## src/rtl/pcx_pkg.sv

```systemverilog
package pcx_pkg;
  localparam int XLEN  = 32;
  localparam int TGT_W = 26;
  localparam int SEG_W = XLEN - TGT_W - 2;

  typedef enum logic [1:0] {
    SRC_SEQ = 2'b00,
    SRC_BR  = 2'b01,
    SRC_JMP = 2'b10,
    SRC_EXC = 2'b11
  } pc_src_e;

  // Keep the current segment bits, replace the rest with the word-aligned target.
  function automatic logic [XLEN-1:0] jump_target(input logic [XLEN-1:0] pc,
                                                  input logic [TGT_W-1:0] tgt);
    return {pc[XLEN-1 -: SEG_W], tgt, 2'b00};
  endfunction

  function automatic logic pc_load(input logic wr, input logic wr_cond,
                                   input logic zero);
    return wr | (wr_cond & zero);
  endfunction
endpackage

```

## src/rtl/pcx_next_sel.sv

```systemverilog
module pcx_next_sel
  import pcx_pkg::*;
#(
  parameter logic [XLEN-1:0] EXC_VECTOR = 32'h8000_0180
) (
  input  logic [XLEN-1:0]  pc_cur,
  input  logic [XLEN-1:0]  alu_result,
  input  logic [XLEN-1:0]  alu_out_reg,
  input  logic [TGT_W-1:0] ir_target,
  input  pc_src_e          src,
  output logic [XLEN-1:0]  pc_next
);
  always_comb begin
    unique case (src)
      SRC_SEQ: pc_next = alu_result;
      SRC_BR:  pc_next = alu_out_reg;
      SRC_JMP: pc_next = jump_target(pc_cur, ir_target);
      SRC_EXC: pc_next = EXC_VECTOR;
      default: pc_next = alu_result;
    endcase
  end
endmodule

```

## src/rtl/pcx_pc_reg.sv

```systemverilog
module pcx_pc_reg
  import pcx_pkg::*;
(
  input  logic            clk,
  input  logic            rst,
  input  logic            wr,
  input  logic            wr_cond,
  input  logic            zero,
  input  logic [XLEN-1:0] pc_next,
  output logic [XLEN-1:0] pc_q
);
  logic branch_taken;
  logic load_en;

  assign branch_taken = wr_cond & zero;
  assign load_en      = pc_load(wr, wr_cond, zero);

  always_ff @(posedge clk) begin
    if (rst)          pc_q <= '0;
    else if (load_en) pc_q <= pc_next;
  end

  p_reset_r1: assert property (@(posedge clk) rst |=> pc_q == '0);
  p_hold_r7: assert property (@(posedge clk) disable iff (rst)
    (!wr && !wr_cond) |=> $stable(pc_q));
  p_cond_miss_r6: assert property (@(posedge clk) disable iff (rst)
    (!wr && wr_cond && !zero) |=> $stable(pc_q));
  p_cond_hit_r6: assert property (@(posedge clk) disable iff (rst)
    branch_taken |=> pc_q == $past(pc_next));
  p_both_r8: assert property (@(posedge clk) disable iff (rst)
    (wr && wr_cond) |=> pc_q == $past(pc_next));
endmodule

```

## src/rtl/pcx_exc_regs.sv

```systemverilog
module pcx_exc_regs
  import pcx_pkg::*;
#(
  parameter int CAUSE_W = XLEN
) (
  input  logic               clk,
  input  logic               rst,
  input  logic               epc_wr,
  input  logic               cause_wr,
  input  logic               int_cause,
  input  logic [XLEN-1:0]    ret_addr,
  output logic [XLEN-1:0]    epc_q,
  output logic [CAUSE_W-1:0] cause_q
);
  logic [CAUSE_W-1:0] cause_word;

  generate
    if (CAUSE_W > 1) begin : g_pad
      assign cause_word = {{(CAUSE_W-1){1'b0}}, int_cause};
    end else begin : g_bit
      assign cause_word = int_cause;
    end
  endgenerate

  always_ff @(posedge clk) begin
    if (rst) begin
      epc_q   <= '0;
      cause_q <= '0;
    end else begin
      if (epc_wr)   epc_q   <= ret_addr;
      if (cause_wr) cause_q <= cause_word;
    end
  end

  p_epc_load_r9: assert property (@(posedge clk) disable iff (rst)
    epc_wr |=> epc_q == $past(ret_addr));
  p_epc_hold_r9: assert property (@(posedge clk) disable iff (rst)
    !epc_wr |=> $stable(epc_q));
  p_cause_bit_r10: assert property (@(posedge clk) disable iff (rst)
    cause_wr |=> (cause_q[0] == $past(int_cause)) && ($countones(cause_q) <= 1));
  p_cause_hold_r10: assert property (@(posedge clk) disable iff (rst)
    !cause_wr |=> $stable(cause_q));
endmodule

```

## src/rtl/pcx_unit.sv

```systemverilog
module pcx_unit
  import pcx_pkg::*;
#(
  parameter logic [31:0] EXC_VECTOR = 32'h8000_0180
) (
  input  logic        clk,
  input  logic        rst,
  input  logic [31:0] alu_result,
  input  logic [31:0] alu_out_reg,
  input  logic [25:0] ir_target,
  input  logic        alu_zero,
  input  logic [1:0]  pc_src,
  input  logic        pc_wr,
  input  logic        pc_wr_cond,
  input  logic        epc_wr,
  input  logic        cause_wr,
  input  logic        int_cause,
  output logic [31:0] pc_q,
  output logic [31:0] epc_q,
  output logic [31:0] cause_q
);
  pc_src_e     src_sel;
  logic [31:0] pc_next;
  logic        pc_load_ev;

  assign src_sel    = pc_src_e'(pc_src);
  assign pc_load_ev = pc_wr | (pc_wr_cond & alu_zero);

  pcx_next_sel #(.EXC_VECTOR(EXC_VECTOR)) u_sel (
    .pc_cur(pc_q), .alu_result(alu_result), .alu_out_reg(alu_out_reg),
    .ir_target(ir_target), .src(src_sel), .pc_next(pc_next)
  );

  pcx_pc_reg u_pc (
    .clk(clk), .rst(rst), .wr(pc_wr), .wr_cond(pc_wr_cond), .zero(alu_zero),
    .pc_next(pc_next), .pc_q(pc_q)
  );

  pcx_exc_regs #(.CAUSE_W(32)) u_exc (
    .clk(clk), .rst(rst), .epc_wr(epc_wr), .cause_wr(cause_wr),
    .int_cause(int_cause), .ret_addr(alu_result), .epc_q(epc_q), .cause_q(cause_q)
  );

  p_seq_r2: assert property (@(posedge clk) disable iff (rst)
    (pc_load_ev && pc_src == 2'b00) |=> pc_q == $past(alu_result));
  p_branch_r3: assert property (@(posedge clk) disable iff (rst)
    (pc_load_ev && pc_src == 2'b01) |=> pc_q == $past(alu_out_reg));
  p_jump_r4: assert property (@(posedge clk) disable iff (rst)
    (pc_load_ev && pc_src == 2'b10) |=>
      pc_q == {$past(pc_q[31:28]), $past(ir_target), 2'b00});
  p_vector_r5: assert property (@(posedge clk) disable iff (rst)
    (pc_load_ev && pc_src == 2'b11) |=> pc_q == EXC_VECTOR);
endmodule

```

## config.mk

```make
export PLATFORM = sky130hd
export DESIGN_NAME = pcx_unit
export DESIGN_NICKNAME = d
export VERILOG_FILES = /design/src/rtl/pcx_pkg.sv /design/src/rtl/pcx_next_sel.sv /design/src/rtl/pcx_pc_reg.sv /design/src/rtl/pcx_exc_regs.sv /design/src/rtl/pcx_unit.sv
export SDC_FILE = /design/constraint.sdc
export NUM_CORES = 1
export LEC_CHECK = 0
export ABC_CLOCK_PERIOD_IN_PS = 1600
export BUFFER_PORTS_ARGS = -buffer_cell sky130_fd_sc_hd__buf_2
export CORE_MARGIN = 2
export CORE_UTILIZATION = 44
export CTS_BUF_LIST = sky130_fd_sc_hd__clkbuf_8
export DETAILED_ROUTE_END_ITERATION = 7
export GPL_ROUTABILITY_DRIVEN = 0
export GPL_TIMING_DRIVEN = 0
export PLACE_DENSITY = 0.82
export SYNTH_ARGS = -nofsm -noshare
export SYNTH_HDL_FRONTEND = slang
export SYNTH_SLANG_ARGS = --single-unit
```

## constraint.sdc

```tcl
create_clock -name clk -period 1.6 [get_ports clk]
set_input_delay 0.4 -clock clk [delete_from_list [all_inputs] [get_ports clk]]
set_output_delay 0.4 -clock clk [all_outputs]
set_load 0.02 [all_outputs]
```

Word-level counts from Yosys, hierarchy flattened
Index checks and enable logic that the tools add are counted.

storage, ports and cells
  bits in registers = 65
  input port bits = 100
  output and inout bits = 96
  word-level logic and storage cells = 13

cells by class
  eq/ne operators = 3
  multiplexer cells = 1
  bitwise logic cells = 3
  reduce and logical (&&, ||, !) cells = 2

operators with widths
  operator                                        count
  one-hot mux 32 bit (4 select lines)             1
  == test 2 bit (second input constant)           2
  == test 2 x 1 -> 1 bit (second input constant)  1
  logical NOT 2 bit                               1
  AND reduction 2 bit                             1
  bitwise AND 1 bit                               1
  NOT 1 bit                                       1
  OR 1 bit                                        1

Logic depth before layout (Yosys ltp)
  depth after elaboration = 3
  gate-level depth with buffers = 6
  gate-level depth less buffers = 3

By module
A second synthesis with hierarchy kept.

unflattened totals
  cell total of the unflattened synthesis = 355
  area, all modules = 3,599.7 µm²

modules (own cells, without submodules)
  module        instances  cells an instance  area each (µm²)  sequential area each (µm²)
  pcx_pc_reg    1          139                1,450.1          640.6
  pcx_exc_regs  1          139                1,441.4          660.6
  pcx_next_sel  1          77                 708.2            0.0

Worst setup path after synthesis
OpenSTA, ideal clock, no wires.

  kind = input -> register
  start = in pc_src[1]
  end = reg u_pc.pc_q[6]
  library setup time = 0.132 ns
  arrival = 1.259 ns
  data required time = 1.468 ns
  slack = 0.209 ns
  cell stages on the path = 5
  path buffers = 2
  cells stage by stage = buf_6 -> buf_6 -> mux2_2 -> a221oi_1 -> nor3_1

between the ends
  cells in the longest elaborated chain, start to end = 2
  elaborated cells on any way between the ends = 5
  classes of those cells = eq/ne: 3; mux: 1; reduce/logical: 1

ends and longest elaborated chain
  what                                   line                RTL
  from (decl)                            pcx_unit.sv:12      input logic [1:0] pc_src,
  == test 2 bit (tied with other cells)  pcx_next_sel.sv:14  unique case (src)
  one-hot mux 32 bit (4 select lines) *  pcx_next_sel.sv:14
  to (signal assigned)                   pcx_pc_reg.sv:20    else if (load_en) pc_q <= pc_next;
  to (decl)                              pcx_pc_reg.sv:10    output logic [XLEN-1:0] pc_q

Mark *: on every way between the ends. The rest lies on a longest branch, timed or not.
A chain may end at the register's enable or synchronous reset.

Worst setup path after layout
  start = in pc_wr_cond
  end = reg u_pc.pc_q[4]

between the ends
  cells in the longest elaborated chain, start to end = 2

ends and longest elaborated chain
  what               line            RTL
  from (decl)        pcx_unit.sv:14  input logic pc_wr_cond,
  bitwise AND 1 bit  pcx_pkg.sv:21   return wr | (wr_cond & zero);
  OR 1 bit           pcx_pkg.sv:21

Every way passes these cells.

==> results.py <==
metrics = {
    "global_route": {
        "grt_pass1_wl_um": 13800,
        "antenna_found_initial": 0,
        "grt_max_degree": 12,
        "overflow": 0,
        "grt_usage_pct": 23.2,
        "grt_pass1_vias": 2903,
    },
    "cells_and_area": {
        "regArea_mm2": 0.00130,
        "final_common_cell": "buf_2",
        "drive_gt1_share_pct": 45.2,
        "final_cell_mix": "buf_2, dfxtp_1, nor2_1",
        "synthToLayoutAreaGrowth_pct": 39.3,
        "design_area_mm2": 0.00433,
        "final_nets": 628,
        "antenna-diode-count": 0,
        "layout.cells.non_filler": 629,
        "fin_util_pct": 63.7,
        "nFillCells": 604,
        "multi_input_area_mm2": 0.00152,
    },
    "detailed_routing": {
        "first_pass_iters": 4,
        "vias": 3092,
        "drc_errors": 0,
        "drt.antenna.violating_nets": 0,
        "drtIter0Drc": 128,
        "wl_per_cell_um": 14.8,
        "routed_wl_um": 9330,
        "post_drt_via_cell_ratio": 4.92,
    },
    "logic_synthesis": {
        "yosysTopAreaCell": "dfxtp_1",
        "avgSynthCellArea_um2": 9.53,
        "synth_cells": 326,
        "synth_adder_area_share_pct": 0,
        "synth-xor-area-share_pct": 0,
        "ys_ff_latch": 65,
        "synth_area_leaders": "dfxtp_1, mux2i_1, buf_4",
        "synth_compound_area_share_pct": 12.0,
        "yosys.area_share.simple_pct": 11.9,
        "synth_top_family_by_area": "multiplexers",
        "muxShareOfSynthArea_pct": 21.4,
        "ys_seq_area_share_pct": 41.9,
        "synth_cell_types": 26,
        "synth_area_mm2": 0.00311,
        "yosysWarnings": 0,
        "synth.top_cell.area_share_pct": 41.9,
    },
    "timing": {
        "fmax_mhz": 762,
        "slew_viol_final": 0,
        "slew_headroom_pct": 66.3,
        "min_period_over_period_pct": 82.0,
        "finalClockSkew_ns": 0,
        "period_needed_ns": 1.31,
        "tns_ns": 0,
        "finalHoldViolCount": 0,
        "rsz0062_at_grt": "no",
        "tightestPinTransition_ns": 0.506,
        "setup_viol": 0,
        "hold_ws_ns": 0.314,
        "worst_slack_ns": 0.288,
    },
    "power_and_ir_drop": {
        "fin_total_pwr_mw": 3.99,
        "power.leakage_nw": 2.29,
        "ir_drop_mv": 0.664,
        "p_per_area_mw_per_mm2": 923,
    },
    "clock_network": {
        "clk_path_buf_depth": 2,
        "cts_root_buf": "clkbuf_8",
        "clkLatencyLatePin_ns": 0.33,
        "path_clk_slew_ns": 0.07,
        "hold_buffers": 0,
        "cts_max_level": 3,
        "post-cts-setup-buffers": 0,
        "cts_tree": "done",
        "cts_made_buffers": 9,
        "clkSinkCount": 65,
        "cts_resized": 0,
    },
    "placement": {
        "dpl_cell_area_mm2": 0.00414,
        "portBuffers": 161,
        "dp_cells": 613,
        "dp_hpwl_um": 7270,
        "place_ws_ns": -0.0534,
    },
    "critical_path": {
        "crit_chain": "buf_2 -> a21oi_1 -> clkbuf_1 -> a221oi_1 -> nor3_1",
        "worstPathMaxFanout": 10,
        "cp-end-kind": "register",
        "cp_top_family": "buffers and inverters",
        "cp_slowest_stage_delay_ns": 0.44,
        "crit_slowest_cell": "clkbuf_1",
        "critPathArrivalTime_ns": 1.56,
        "worstPathRequired_ns": 1.85,
        "cp-start-kind": "primary input",
        "cp_num_buf_inv": 2,
        "worstSetupPathType": "in -> reg",
    },
    "die": {
        "core-area_mm2": 0.00679,
        "io_pins": 196,
        "dieArea_mm2": 0.00775,
        "die_h_um": 88.0,
        "rows": 30,
        "fp.dieW_um": 88.0,
        "start_util_pct": 45.7,
    },
    "run": {
        "drv_cap": 0,
    },
    "min_path": {
        "min_path_type": "in -> reg",
    },
    "status": {
        "outcome": "completed",
    },
}
## final cells by class
| cell class | instances | share of cell area, % |
|---|---|---|
| multi-input cells | 231 | 35.2 |
| flip-flops and latches | 65 | 30.1 |
| repair buffers | 161 | 18.6 |
| plain buffers | 59 | 9.03 |
| clock buffers | 11 | 3.50 |
| well taps | 96 | 2.78 |
| clock inverters | 5 | 0.694 |
| inverters | 1 | 0.0868 |
## cell families after synthesis
| family | count (synthesis) |
|---|---|
| compound gates | 50 |
| buf+inv | 60 |
| flops | 65 |
| other cells | 1 |
| simple gates | 86 |
| mux | 64 |
## metal layers
layer | global-route usage (%) | part of all wire (%) | up-vias
met3 | 5.75 | 9.0 | 18
met2 | 39.6 | 49 | 150
met1 | 27.7 | 40 | 1430
li1 | - | - | 1494
met5 | 0 | 0 | -
met4 | 10.1 | 2.1 | 0
## cells in the mapped netlist
library cell   n
a211o_1        1
a211oi_1       8
a21o_1         1
a21oi_1        9
a221oi_1      16
a2bb2oi_1      8
and2b_1        1
buf_2          8
buf_4         32
buf_6          5
clkbuf_1      13
clkbuf_2       1
conb_1         1
dfxtp_1       65
inv_1          1
mux2_2        18
mux2i_1       46
nand2_1        4
nand2b_1       1
nor2_1        57
nor2b_1        1
nor3_1        16
o21ai_0        5
o221ai_1       2
or3_1          5
or3b_1         1
## worst reg2reg max path, cell delays in order, from the launching register on
cell,delay (ns)
dfxtp_1,0.34
nor2_1,0.05
a211oi_1,0.24
## flip-flops by register name, summed over array words and instances (netlist names)
signal	count
u_pc.pc_q	32
u_exc.cause_q	1
u_exc.epc_q	32
## power by group
| part | internal [mW] | total [mW] | switching (mW) |
|---|---|---|---|
| Clock | 0.638 | 1.26 | 0.627 |
| Combinational | 0.407 | 0.948 | 0.541 |
| Sequential | 1.73 | 1.78 | 0.0522 |
| Total | 2.77 | 3.99 | 1.22 |
## final timing paths
check,from,to,slack [ns],depth (start not counted)
setup / recovery,pc_wr_cond,u_pc.pc_q[4],0.29,5
hold / removal,alu_result[4],u_exc.epc_q[4],0.31,3
setup reg to reg,u_pc.pc_q[15],u_pc.pc_q[15],0.88,2
hold reg to reg,u_pc.pc_q[8],u_pc.pc_q[8],0.46,2
No activity file was read; power rests on OpenSTA's default activity.
